<file path="config.mk">
export PLATFORM = sky130hd
export DESIGN_NAME = pair_rx_fifo
export DESIGN_NICKNAME = d
export VERILOG_FILES = /design/src/rtl/pfifo_pkg.sv /design/src/rtl/pair_store.sv /design/src/rtl/pair_unpack.sv /design/src/rtl/req_gen.sv /design/src/rtl/pair_rx_fifo.sv
export SDC_FILE = /design/constraint.sdc
export NUM_CORES = 1
export LEC_CHECK = 0
export BUFFER_PORTS_ARGS = -buffer_cell sky130_fd_sc_hd__buf_2
export CORE_ASPECT_RATIO = 0.6
export CORE_MARGIN = 5
export CORE_UTILIZATION = 25
export CTS_BUF_LIST = sky130_fd_sc_hd__clkbuf_16
export DETAILED_ROUTE_END_ITERATION = 16
export PLACE_DENSITY = 0.47
export SYNTH_ARGS = -nofsm -noshare
export SYNTH_HDL_FRONTEND = slang
export SYNTH_SLANG_ARGS = --single-unit
export TNS_END_PERCENT = 100
</file>
<file path="constraint.sdc">
create_clock -name clk_i -period 9.3 [get_ports clk_i]
set_input_delay 1.395 -clock clk_i [delete_from_list [all_inputs] [get_ports clk_i]]
set_output_delay 1.395 -clock clk_i [all_outputs]
set_load 0.02 [all_outputs]
</file>
<file path="src/rtl/pfifo_pkg.sv">
package pfifo_pkg;
  typedef enum logic [1:0] {
    MODE_ALT  = 2'd0,
    MODE_P16  = 2'd1,
    MODE_P8   = 2'd2,
    MODE_MONO = 2'd3
  } rx_mode_e;
endpackage

</file>
<file path="src/rtl/pair_store.sv">
module pair_store #(
  parameter int DEPTH = 8,
  parameter int W     = 32,
  localparam int PTR_W = (DEPTH > 1) ? $clog2(DEPTH) : 1,
  localparam int CNT_W = $clog2(DEPTH + 1)
) (
  input  logic             clk_i,
  input  logic             rst_ni,
  input  logic             push_i,
  input  logic [W-1:0]     left_i,
  input  logic [W-1:0]     right_i,
  input  logic             pop_i,
  output logic [W-1:0]     head_left_o,
  output logic [W-1:0]     head_right_o,
  output logic [CNT_W-1:0] count_o,
  output logic             full_o,
  output logic             empty_o
);
  logic [W-1:0]     left_mem  [DEPTH];
  logic [W-1:0]     right_mem [DEPTH];
  logic [PTR_W-1:0] wr_ptr_q, rd_ptr_q;
  logic [CNT_W-1:0] cnt_q;

  assign full_o  = (cnt_q == CNT_W'(DEPTH));
  assign empty_o = (cnt_q == '0);

  function automatic logic [PTR_W-1:0] nxt(input logic [PTR_W-1:0] p);
    return (p == PTR_W'(DEPTH - 1)) ? '0 : p + PTR_W'(1);
  endfunction

  always_ff @(posedge clk_i) begin
    if (push_i) begin
      left_mem[wr_ptr_q]  <= left_i;
      right_mem[wr_ptr_q] <= right_i;
    end
  end

  always_ff @(posedge clk_i or negedge rst_ni) begin
    if (!rst_ni) begin
      wr_ptr_q <= '0;
      rd_ptr_q <= '0;
      cnt_q    <= '0;
    end else begin
      if (push_i) wr_ptr_q <= nxt(wr_ptr_q);
      if (pop_i)  rd_ptr_q <= nxt(rd_ptr_q);
      case ({push_i, pop_i})
        2'b10:   cnt_q <= cnt_q + CNT_W'(1);
        2'b01:   cnt_q <= cnt_q - CNT_W'(1);
        default: cnt_q <= cnt_q;
      endcase
    end
  end

  assign head_left_o  = left_mem[rd_ptr_q];
  assign head_right_o = right_mem[rd_ptr_q];
  assign count_o      = cnt_q;
endmodule

</file>
<file path="src/rtl/pair_unpack.sv">
module pair_unpack
  import pfifo_pkg::*;
#(
  parameter int W = 32,
  localparam int F16 = W / 2,
  localparam int F8  = W / 4
) (
  input  rx_mode_e     mode_i,
  input  logic         empty_i,
  input  logic         half_i,
  input  logic [W-1:0] left_i,
  input  logic [W-1:0] right_i,
  output logic [W-1:0] data_o
);
  always_comb begin
    data_o = '0;
    if (!empty_i) begin
      unique case (mode_i)
        MODE_ALT:  data_o = half_i ? right_i : left_i;
        MODE_P16:  data_o = {right_i[F16-1:0], left_i[F16-1:0]};
        MODE_P8:   data_o = {{(W-2*F8){1'b0}}, right_i[F8-1:0], left_i[F8-1:0]};
        MODE_MONO: data_o = left_i;
        default:   data_o = '0;
      endcase
    end
  end
endmodule

</file>
<file path="src/rtl/req_gen.sv">
module req_gen #(
  parameter int LVL_W = 5
) (
  input  logic             clk_i,
  input  logic             rst_ni,
  input  logic             lim_we_i,
  input  logic [LVL_W-1:0] lim_wdata_i,
  input  logic [LVL_W-1:0] level_i,
  output logic [LVL_W-1:0] lim_rdata_o,
  output logic             req_o
);
  // only the even part of the limit is held
  logic [LVL_W-2:0] lim_q;

  always_ff @(posedge clk_i or negedge rst_ni) begin
    if (!rst_ni)       lim_q <= '0;
    else if (lim_we_i) lim_q <= lim_wdata_i[LVL_W-1:1];
  end

  assign lim_rdata_o = {lim_q, 1'b1};
  assign req_o       = (level_i > {lim_q, 1'b0});
endmodule

</file>
<file path="src/rtl/pair_rx_fifo.sv">
module pair_rx_fifo
  import pfifo_pkg::*;
#(
  parameter int PAIR_DEPTH = 8,
  parameter int SAMPLE_W   = 32,
  localparam int LVL_W = $clog2(2 * PAIR_DEPTH + 1)
) (
  input  logic                clk_i,
  input  logic                rst_ni,
  input  logic [1:0]          mode_i,
  input  logic                wr_valid_i,
  input  logic [SAMPLE_W-1:0] wr_left_i,
  input  logic [SAMPLE_W-1:0] wr_right_i,
  input  logic                rd_en_i,
  output logic [SAMPLE_W-1:0] rd_data_o,
  output logic [LVL_W-1:0]    level_o,
  input  logic                lim_we_i,
  input  logic [LVL_W-1:0]    lim_wdata_i,
  output logic [LVL_W-1:0]    lim_rdata_o,
  output logic                req_o,
  output logic                ovf_o,
  output logic                rd_err_o
);
  localparam int CNT_W = $clog2(PAIR_DEPTH + 1);

  rx_mode_e            mode;
  logic                full, empty, push, pop, rd_hit, half_q, ovf_q, err_q;
  logic [CNT_W-1:0]    pair_cnt;
  logic [SAMPLE_W-1:0] head_l, head_r;

  assign mode   = rx_mode_e'(mode_i);
  assign push   = wr_valid_i && !full;
  assign rd_hit = rd_en_i && !empty;
  // alternating mode removes the pair only on the right-sample read
  assign pop    = rd_hit && ((mode != MODE_ALT) || half_q);

  pair_store #(.DEPTH(PAIR_DEPTH), .W(SAMPLE_W)) u_store (
    .clk_i, .rst_ni,
    .push_i(push), .left_i(wr_left_i), .right_i(wr_right_i),
    .pop_i(pop), .head_left_o(head_l), .head_right_o(head_r),
    .count_o(pair_cnt), .full_o(full), .empty_o(empty)
  );

  pair_unpack #(.W(SAMPLE_W)) u_unpack (
    .mode_i(mode), .empty_i(empty), .half_i(half_q),
    .left_i(head_l), .right_i(head_r), .data_o(rd_data_o)
  );

  always_ff @(posedge clk_i or negedge rst_ni) begin
    if (!rst_ni) begin
      half_q <= 1'b0;
      ovf_q  <= 1'b0;
      err_q  <= 1'b0;
    end else begin
      if (rd_hit)                half_q <= (mode == MODE_ALT) && !half_q;
      if (wr_valid_i && full)    ovf_q  <= 1'b1;
      if (rd_en_i && empty)      err_q  <= 1'b1;
    end
  end

  assign level_o  = (LVL_W'(pair_cnt) << 1) - LVL_W'(half_q);
  assign ovf_o    = ovf_q;
  assign rd_err_o = err_q;

  req_gen #(.LVL_W(LVL_W)) u_req (
    .clk_i, .rst_ni,
    .lim_we_i, .lim_wdata_i, .level_i(level_o),
    .lim_rdata_o, .req_o
  );
endmodule

</file>
# Word-level counts from Yosys, hierarchy flattened
# Memory sizes are Yosys's and may differ from the RTL's.
# Cells that the tools add are included.
[totals]
ff_bits = 17
mem_bits_rw = 512
inputBits = 76
out_inout_bits = 45
elab_cells = 45
mem_count = 2
[mem_list]
columns = ["name", "words", "width", "rd", "rd_ports_with_merged_regs", "wr", "line", "text"]
rows = [
  ["u_store.left_mem", 8, 32, 1, 0, 1, "pair_store.sv:19", "logic [W-1:0] left_mem [DEPTH];"],
  ["u_store.right_mem", 8, 32, 1, 0, 1, "pair_store.sv:20", "logic [W-1:0] right_mem [DEPTH];"],
]
[classes]
add_sub_neg = 5
magnitude_cmp = 1
eq_ne = 8
n_mux = 8
n_reduce_logical = 14
[ops]
columns = ["cell", "count"]
rows = [
  ["$pmux W32 S4", 1],
  ["$mux W32", 2],
  ["$pmux W4 S2", 1],
  ["$add A3 B1 Y3 const B", 2],
  ["$eq A2 B2 Y1 const B", 3],
  ["$eq A3 B3 Y1 const B", 2],
  ["$logic_and A1 B1 Y1", 6],
  ["$mux W3", 2],
  ["$gt A5 B5 Y1", 1],
  ["$sub A5 B1 Y5", 1],
  ["$add A4 B1 Y4 const B", 1],
  ["$eq A2 B1 Y1 const B", 2],
  ["$eq A4 B4 Y1 const B", 1],
  ["$logic_not A4 Y1", 1],
  ["$reduce_bool A2 Y1", 2],
  ["$sub A4 B1 Y4 const B", 1],
  ["$logic_not A1 Y1", 3],
  ["$logic_not A2 Y1", 1],
  ["$mux W1", 2],
  ["$logic_or A1 B1 Y1", 1],
]

# Logic depth before layout (Yosys ltp)
# Gate-level depths: netlist of the first run.
[depth]
ltp_word = 6
ltp_mapped = 12
depth_no_buf = 11

# Cells and area by module
# Synthesis of the first run repeated with hierarchy kept, for this count alone.
[unflattened]
cells_unflattened = 966
area_unflattened_um2 = 21241.6
[by_module_without_submodules]
columns = ["mod", "n_inst", "cells_each", "area_per_inst_um2", "seq_area_each_um2"]
rows = [
  ["pair_store", 1, 796, 19802.7, 15625.0],
  ["pair_unpack", 1, 124, 983.4, 0.0],
  ["req_gen", 1, 27, 254.0, 100.1],
  ["pair_rx_fifo", 1, 19, 201.4, 75.1],
]

# Least setup slack after synthesis of the first run
# No wires, ideal clock.
[synth_path]
path_type = "input to register"
start = "input port wr_valid_i"
end = "memory u_store.left_mem[2][0] (enable)"
setup_ns = 0.666
arrival_time_ns = 8.196
t_required_ns = 8.634
slack_ns = 0.438
path_stages = 2
n_path_buf = 0
path_cell_list = "nand2_1 -> nor4b_1"
[synth_via]
elab_chain_len = 3
[synth_lines]
columns = ["item", "line", "text"]
rows = [
  ["start: declaration", "pair_rx_fifo.sv:11", "input logic wr_valid_i,"],
  ["$logic_and A1 B1 Y1", "pair_rx_fifo.sv:32", "assign push = wr_valid_i && !full;"],
  ["$mux W1", "pair_store.sv:32", "if (push_i) begin"],
  ["$mux W1 (not written as such)", "pair_store.sv:33", "left_mem[wr_ptr_q] <= left_i;"],
  ["end: declaration", "pair_store.sv:19", ""],
]
# No other way between the ends.

# Final worst setup path of the first run
[layout_path]
start = "register u_store.rd_ptr_q[1]"
end = "output port rd_data_o[16]"
[layout_via]
elab_chain_len = 4
word_cells_on_any_way = 5
classes_between = "mux (3); memory (2)"
[layout_lines]
columns = ["item", "line", "text"]
rows = [
  ["start: declaration", "pair_store.sv:21", "logic [PTR_W-1:0] wr_ptr_q, rd_ptr_q;"],
  ["start signal: assignment", "pair_store.sv:45", "if (pop_i) rd_ptr_q <= nxt(rd_ptr_q);"],
  ["$mem_v2 Z8 W32, on equally long branches", "n/a", ""],
  ["$mux W32", "pair_unpack.sv:19", "MODE_ALT: data_o = half_i ? right_i : left_i;"],
  ["$pmux W32 S4 *", "pair_unpack.sv:18", "unique case (mode_i)"],
  ["$mux W32 *", "pair_unpack.sv:17", "if (!empty_i) begin"],
  ["end: declaration", "pair_rx_fifo.sv:15", "output logic [SAMPLE_W-1:0] rd_data_o,"],
]
# Mark *: on every way between the ends. The rest lies on a longest branch, timed or not.

==> results_dict.tcl, run 1 <==
set metrics [dict create \
    viasPerCell 4.43 \
    skew_ns 0.0161 \
    multi_input_area_um2 4930 \
    hold_viol 0 \
    area_growth_pct 17.1 \
    grt_pass1_vias 10700 \
    rr_endpoint "u_store.right_mem[7][0]$_DFFE_PP_" \
    slew_violations 0 \
    start_util_pct 25.3 \
    path_clk_slew_ns 0.06 \
    cts_buffers 55 \
    die_y_um 235 \
    fp.dieW_um 385 \
    critical_path.startpoint "u_store.rd_ptr_q[1]$_DFFE_PN0P_" \
    syn_area_um2 21100 \
    setup.worst_path.class "flop to output port" \
    setup_violations 0 \
    synth-seq-area-share_pct 74.7 \
    status "completed" \
    wire_per_inst_um 22.7 \
    ant_nets 0 \
    grt_util_all_layers_pct 11.7 \
    fin_nets 1295 \
    postCtsHoldBufs 0 \
    portBuffers 118 \
    synth_nets 1154 \
    pin_count 121 \
    gp_congestion 0.734 \
    power_per_cell_area_nw_per_um2 318 \
    irDropWorstVdd_mv 0.272 \
    drv_cap 0 \
    dp_hpwl_um 32600 \
    final_common_cell "edfxtp_1" \
    r2r-start "u_store.count_o[1]$_DFFE_PN0P_" \
    fmax_ghz 0.169 \
    ctsResizeCount 0 \
    crit_arrival_ns 4.52 \
    start_kind "flop" \
    endpoint "rd_data_o[16]" \
    slew_headroom_pct 20.8 \
    syn_avg_cell_area_um2 19.9 \
    yosysWarnings 0 \
    drt-total-wl_um 54400 \
    ys_seq_elements 529 \
    remaining_drc_errors 0 \
    grt_max_degree 116 \
    rsz0062_at_grt "false" \
    postCtsSetupBuffers 0 \
    p_leak_nw 8.23 \
    die-area_um2 90700 \
    fin_crit_ns 5.91 \
    register_area_um2 15800 \
    synth_cells 1065 \
    path_max_fanout 65 \
    drt_pass1_iterations 5 \
    finalSetupTns_ns 0 \
    synth_flop_cell "edfxtp_1" \
    cp.required_ns 7.91 \
    clk_latency_ns 0.60 \
    overflow 0 \
    cp-end-kind "output port" \
    fin_crit_sh_pct 63.6 \
    worst_pin_slew_ns 1.19 \
    rows 82 \
    drtIter0Drc 830 \
    antenna_found_initial 21 \
    ys_types 46 \
    fill_cells 8275 \
    mostFrequentLayoutCells "edfxtp_1, buf_2, mux2i_1, mux4_2, clkbuf_16" \
    cts_max_level 2 \
    ff2ff_path_depth 5 \
    core_area_um2 83700 \
    clockBufferDepth 3 \
    ys_async_sr_fraction_pct 3.21 \
    cts_root_buf "clkbuf_16" \
    dr_total_vias 10600 \
    layout-drive-gt1-share_pct 28.3 \
    reg2reg_slack_ns 6.37 \
    hold_ws_ns 0.468 \
    synth_edf_count 512 \
    cts_tree "built" \
    cts.sink_count 529 \
    min_path_type "flop to flop" \
    grt_pass1_wl_um 78100 \
]
## per-stage QoR
stage               setup slack, ns  power [W]  instance area (um^2)  util (%)  cells
floorplan                     0.438    0.00499                 21100         -   1065
global placement               4.10    0.00585                 23000      27.5   2283
detailed placement             4.07    0.00589                 23000      27.5   2283
CTS                            3.40    0.00801                 24700      29.6   2386
global route                   3.24    0.00827                 24700      29.6   2387
finish                         3.39    0.00788                 24800      29.6   2393
## flip-flops by register name, summed over array words and instances (netlist names)
register and count:
half_q 1, u_store.rd_ptr_q 3, u_store.wr_ptr_q 3, u_req.lim_q 4
u_store.count_o 4, u_store.right_mem 256, ovf_o 1, rd_err_o 1
u_store.left_mem 256
## worst min path at each step
| stage | slack, ns | cells after the start | endpoint | start |
|---|---|---|---|---|
| 2_1_floorplan | 0.51 | 1 | u_store.count_o[0]$_DFFE_PN0P_ | u_store.count_o[0]$_DFFE_PN0P_ |
| 3_3_place_gp | 0.46 | 1 | ovf_o$_DFFE_PN0P_ | ovf_o$_DFFE_PN0P_ |
| 3_5_place_dp | 0.46 | 1 | ovf_o$_DFFE_PN0P_ | ovf_o$_DFFE_PN0P_ |
| 4_1_cts | 0.47 | 1 | ovf_o$_DFFE_PN0P_ | ovf_o$_DFFE_PN0P_ |
| 5_1_grt | 0.49 | 1 | ovf_o$_DFFE_PN0P_ | ovf_o$_DFFE_PN0P_ |
| 6_report | 0.47 | 1 | ovf_o$_DFFE_PN0P_ | ovf_o$_DFFE_PN0P_ |
## routing by layer
| layer | track usage (%) | share of wire, % | wire [um] |
|---|---|---|---|
| met1 | 16.7 | 45 | 24800 |
| met4 | 2.80 | 1.9 | 1050 |
| met3 | 3.37 | 7.5 | 4060 |
| met5 | 0 | 0.25 | 136 |
| met2 | 17.7 | 45 | 24400 |
## kinds of logic (layout without fill, tap and decap cells)
logic type      count (synthesis)  count (layout)  share of synthesized area [%]
fa+ha+maj                      13              13                          0.805
buf+inv                        74             261                           2.22
compound gates                129             129                           4.60
flops                         529             529                           74.7
mux                           223             223                           15.3
other cells                     1               8                         0.0177
simple gates                   89              89                           2.02
xor+xnor                        7               7                          0.290
## cells in the mapped netlist (12+ instances only)
cell      count  share of area [%]
a211oi_1     12               0.43
dfrtp_1      17                2.0
inv_1        14               0.25
mux4_2       68                7.2
nor2_1       31               0.55
o21ai_0      12               0.28
a22oi_1      28               0.99
ha_1         12               0.71
a221oi_1     31                1.3
buf_2        16               0.38
edfxtp_1    512                 73
mux2_2       49                2.6
o22ai_1      14               0.41
nand2_1      25               0.44
clkbuf_1     15               0.27
mux2i_1     100                4.7
buf_4        14               0.50
a32oi_1      14               0.58
## final cells by class
class / instances / area share (%)
clock buffer: 55 / 5.56
clock inverter: 48 / 1.43
antenna: 7 / 0.0707
tap: 1134 / 5.73
sequential: 529 / 63.8
inverter: 14 / 0.212
multi-input combinational: 462 / 19.9
timing repair buffer: 144 / 3.22
## worst max-delay path: stages (launching register included)
cell and delay [ns]:
dfrtp_4 0.68, buf_4 0.84, mux2_2 0.31, o22ai_1 0.07, a221oi_1 0.59, a32oi_1 0.12
a221oi_1 0.92, buf_2 0.32
## power by group
group | total (W) | internal [W] | switching [W]
Sequential | 0.00317 | 0.00300 | 0.000168
Clock | 0.00210 | 0.00121 | 0.000892
Combinational | 0.00262 | 0.000991 | 0.00162
(Power assumes the default switching activity.)
==> inputs of run 2 (changes only) <==
Clock period 9.3 ns to 5.9 ns, I/O delays scaled along.
==> run 2 against run 1 <==
Effect of this change:
- clock skew grew 0.014 ns
- sequential share of layout area grew 0.052 points
- flip-flop and latch count is the same
- setup slack lost 2.6 ns
- register-to-register slack lost 3.7 ns
- via count shrank 0.95%
- design area is essentially flat
==> results_dict.tcl, run 2 (synthesis results as in run 1) <==
set metrics [dict create \
    fin_crit_ns 5.12 \
    power_per_cell_area_nw_per_um2 495 \
    rsz0062_at_grt "false" \
    rows 82 \
    grt_util_all_layers_pct 11.8 \
    p_int_w 0.00802 \
    fill_cells 8237 \
    core_area_um2 83700 \
    antenna_found_initial 18 \
    p_leak_nw 8.21 \
    biggestRegsByFlops "u_store.left_mem (256), u_store.right_mem (256)" \
    cts_root_buf "clkbuf_16" \
    grt_max_degree 89 \
    cp-end-kind "output port" \
    fin_nets 1293 \
    cts.sink_count 529 \
    cts_max_level 2 \
    crit_path_cell_trace "nand2_1, buf_4, o22ai_1, a221oi_1, a32oi_1, a221oi_1, buf_2" \
    die-area_um2 90700 \
    gp_congestion 0.763 \
    irDropWorstVdd_mv 0.308 \
    remaining_drc_errors 0 \
    postCtsHoldBufs 0 \
    start_util_pct 25.3 \
    dp_hpwl_um 32200 \
    drt_pass1_iterations 5 \
    path_clk_slew_ns 0.07 \
    slew_headroom_pct 18.7 \
    p_sw_share_pct 34.5 \
    final_common_cell "edfxtp_1" \
    drt-total-wl_um 54400 \
    crit_top_cell "a221oi_1" \
    mostFrequentLayoutCells "edfxtp_1, buf_2, mux2i_1, mux4_2, clkbuf_16" \
    cp.required_ns 5.02 \
    min_path_type "input pin to asynchronous set/reset pin" \
    clk_latency_ns 0.62 \
    crit_arrival_ns 4.23 \
    p_sw_w 0.00422 \
    ant_nets 0 \
    viasPerCell 4.40 \
    die_y_um 235 \
    fin_crit_sh_pct 86.8 \
    total_power_w 0.0122 \
    critical_path.slowest_cell "a221oi_1" \
    dr_total_vias 10500 \
    path_max_fanout 50 \
    p_seq_share_pct 41.8 \
    drv_cap 0 \
    p_comb_share_pct 32.6 \
    start_kind "flop" \
    status "completed" \
    max_stage_delay_ns 0.89 \
    power_frac_clock_pct 25.6 \
    finalSetupTns_ns 0 \
    overflow 0 \
    grt_pass1_vias 10800 \
    wire_per_inst_um 22.8 \
    drtIter0Drc 653 \
    cts_buffers 52 \
    setup.worst_path.class "flop to output port" \
    fmax_ghz 0.195 \
    skew_ns 0.0305 \
    fp.dieW_um 385 \
    postCtsSetupBuffers 0 \
    clockBufferDepth 3 \
    ctsResizeCount 0 \
    portBuffers 118 \
    setup_violations 0 \
    layout-drive-gt1-share_pct 28.1 \
    area_growth_pct 17.0 \
    hold_viol 0 \
    cts_tree "built" \
    pin_count 121 \
    worst_pin_slew_ns 1.21 \
    slew_violations 0 \
    grt_pass1_wl_um 78300 \
]
==> run 2: cell count changes in the layout (fill, tap and decap cells not counted), sizes merged <==
cell / previous run / this run
buf: 144 / 145
bufinv: 5 / 2
clkbuf: 55 / 52
clkinv: 25 / 29
clkinvlp: 2 / 1
diode: 7 / 2
inv: 30 / 27
==> run 2: worst paths after layout <==
kind | startpoint | endpoint | slack [ns] | depth (start not counted)
min reg2reg | ovf_o$_DFFE_PN0P_ | ovf_o$_DFFE_PN0P_ | 0.49 | 1
min in group clk_i | lim_wdata_i[4] | u_req.lim_q[3]$_DFFE_PN0P_ | 0.49 | 3
max in group asynchronous | rst_ni | u_store.rd_ptr_q[1]$_DFFE_PN0P_ | 5.23 | 1
max | u_store.rd_ptr_q[0]$_DFFE_PN0P_ | rd_data_o[17] | 0.78 | 7
min | rst_ni | half_q$_DFFE_PN0P_ | 0.24 | 1
max reg2reg | u_store.count_o[1]$_DFFE_PN0P_ | u_store.count_o[3]$_DFFE_PN0P_ | 2.68 | 11
==> run 2: routing by layer <==
metal / part of all wire (%) / vias up / GRT usage [%] / wire length, um
met5: 0.19 / - / 0 / 103
met3: 6.0 / 85 / 2.70 / 3260
met1: 48 / 5459 / 17.4 / 26000
li1: - / 4691 / - / -
met4: 2.2 / 16 / 3.01 / 1190
met2: 44 / 242 / 17.5 / 23900
==> run 2: layout make-up <==
| type | instances | area (um^2) | share of cell area (%) |
|---|---|---|---|
| repair buffers | 145 | 856 | 3.46 |
| flip-flops and latches | 529 | 15800 | 63.9 |
| clock buffers | 52 | 1300 | 5.26 |
| multi-input cells | 462 | 4980 | 20.1 |
| inverters | 14 | 52.6 | 0.212 |
| diodes | 2 | 5.00 | 0.0202 |
| clock inverters | 45 | 314 | 1.27 |
| well taps | 1134 | 1420 | 5.74 |
==> run 2: critical path: cells and delay by family (launching register included) <==
family / cells / cell delay [ns]
AOI/OAI and AO/OA: 4 / 1.75
DFF: 1 / 0.80
and+or+nand+nor: 1 / 0.48
buffers and inverters: 2 / 0.56
==> run 2: metrics by stage <==
step / utilization [%] / hold slack, ns / cell area, um^2 / setup slack (ns) / cells
6_report: 29.6 / 0.243 / 24700 / 0.782 / 2383
3_3_place_gp: 27.6 / 0.483 / 23100 / 1.39 / 2284
3_5_place_dp: 27.6 / 0.475 / 23100 / 1.40 / 2284
2_1_floorplan: - / 0.508 / 21200 / 0.708 / 1065
4_1_cts: 29.5 / 0.204 / 24700 / 0.711 / 2381
5_1_grt: 29.5 / 0.252 / 24700 / 0.543 / 2381
==> run 2: power by group through the flow <==
stage | logic (W) | registers [W] | clock network [W]
after floorplan | 0.00286 | 0.00497 | 0
after global placement | 0.00407 | 0.00520 | 0
after detailed placement | 0.00408 | 0.00522 | 0
after CTS | 0.00409 | 0.00514 | 0.00324
after global routing | 0.00428 | 0.00520 | 0.00340
final | 0.00399 | 0.00512 | 0.00313
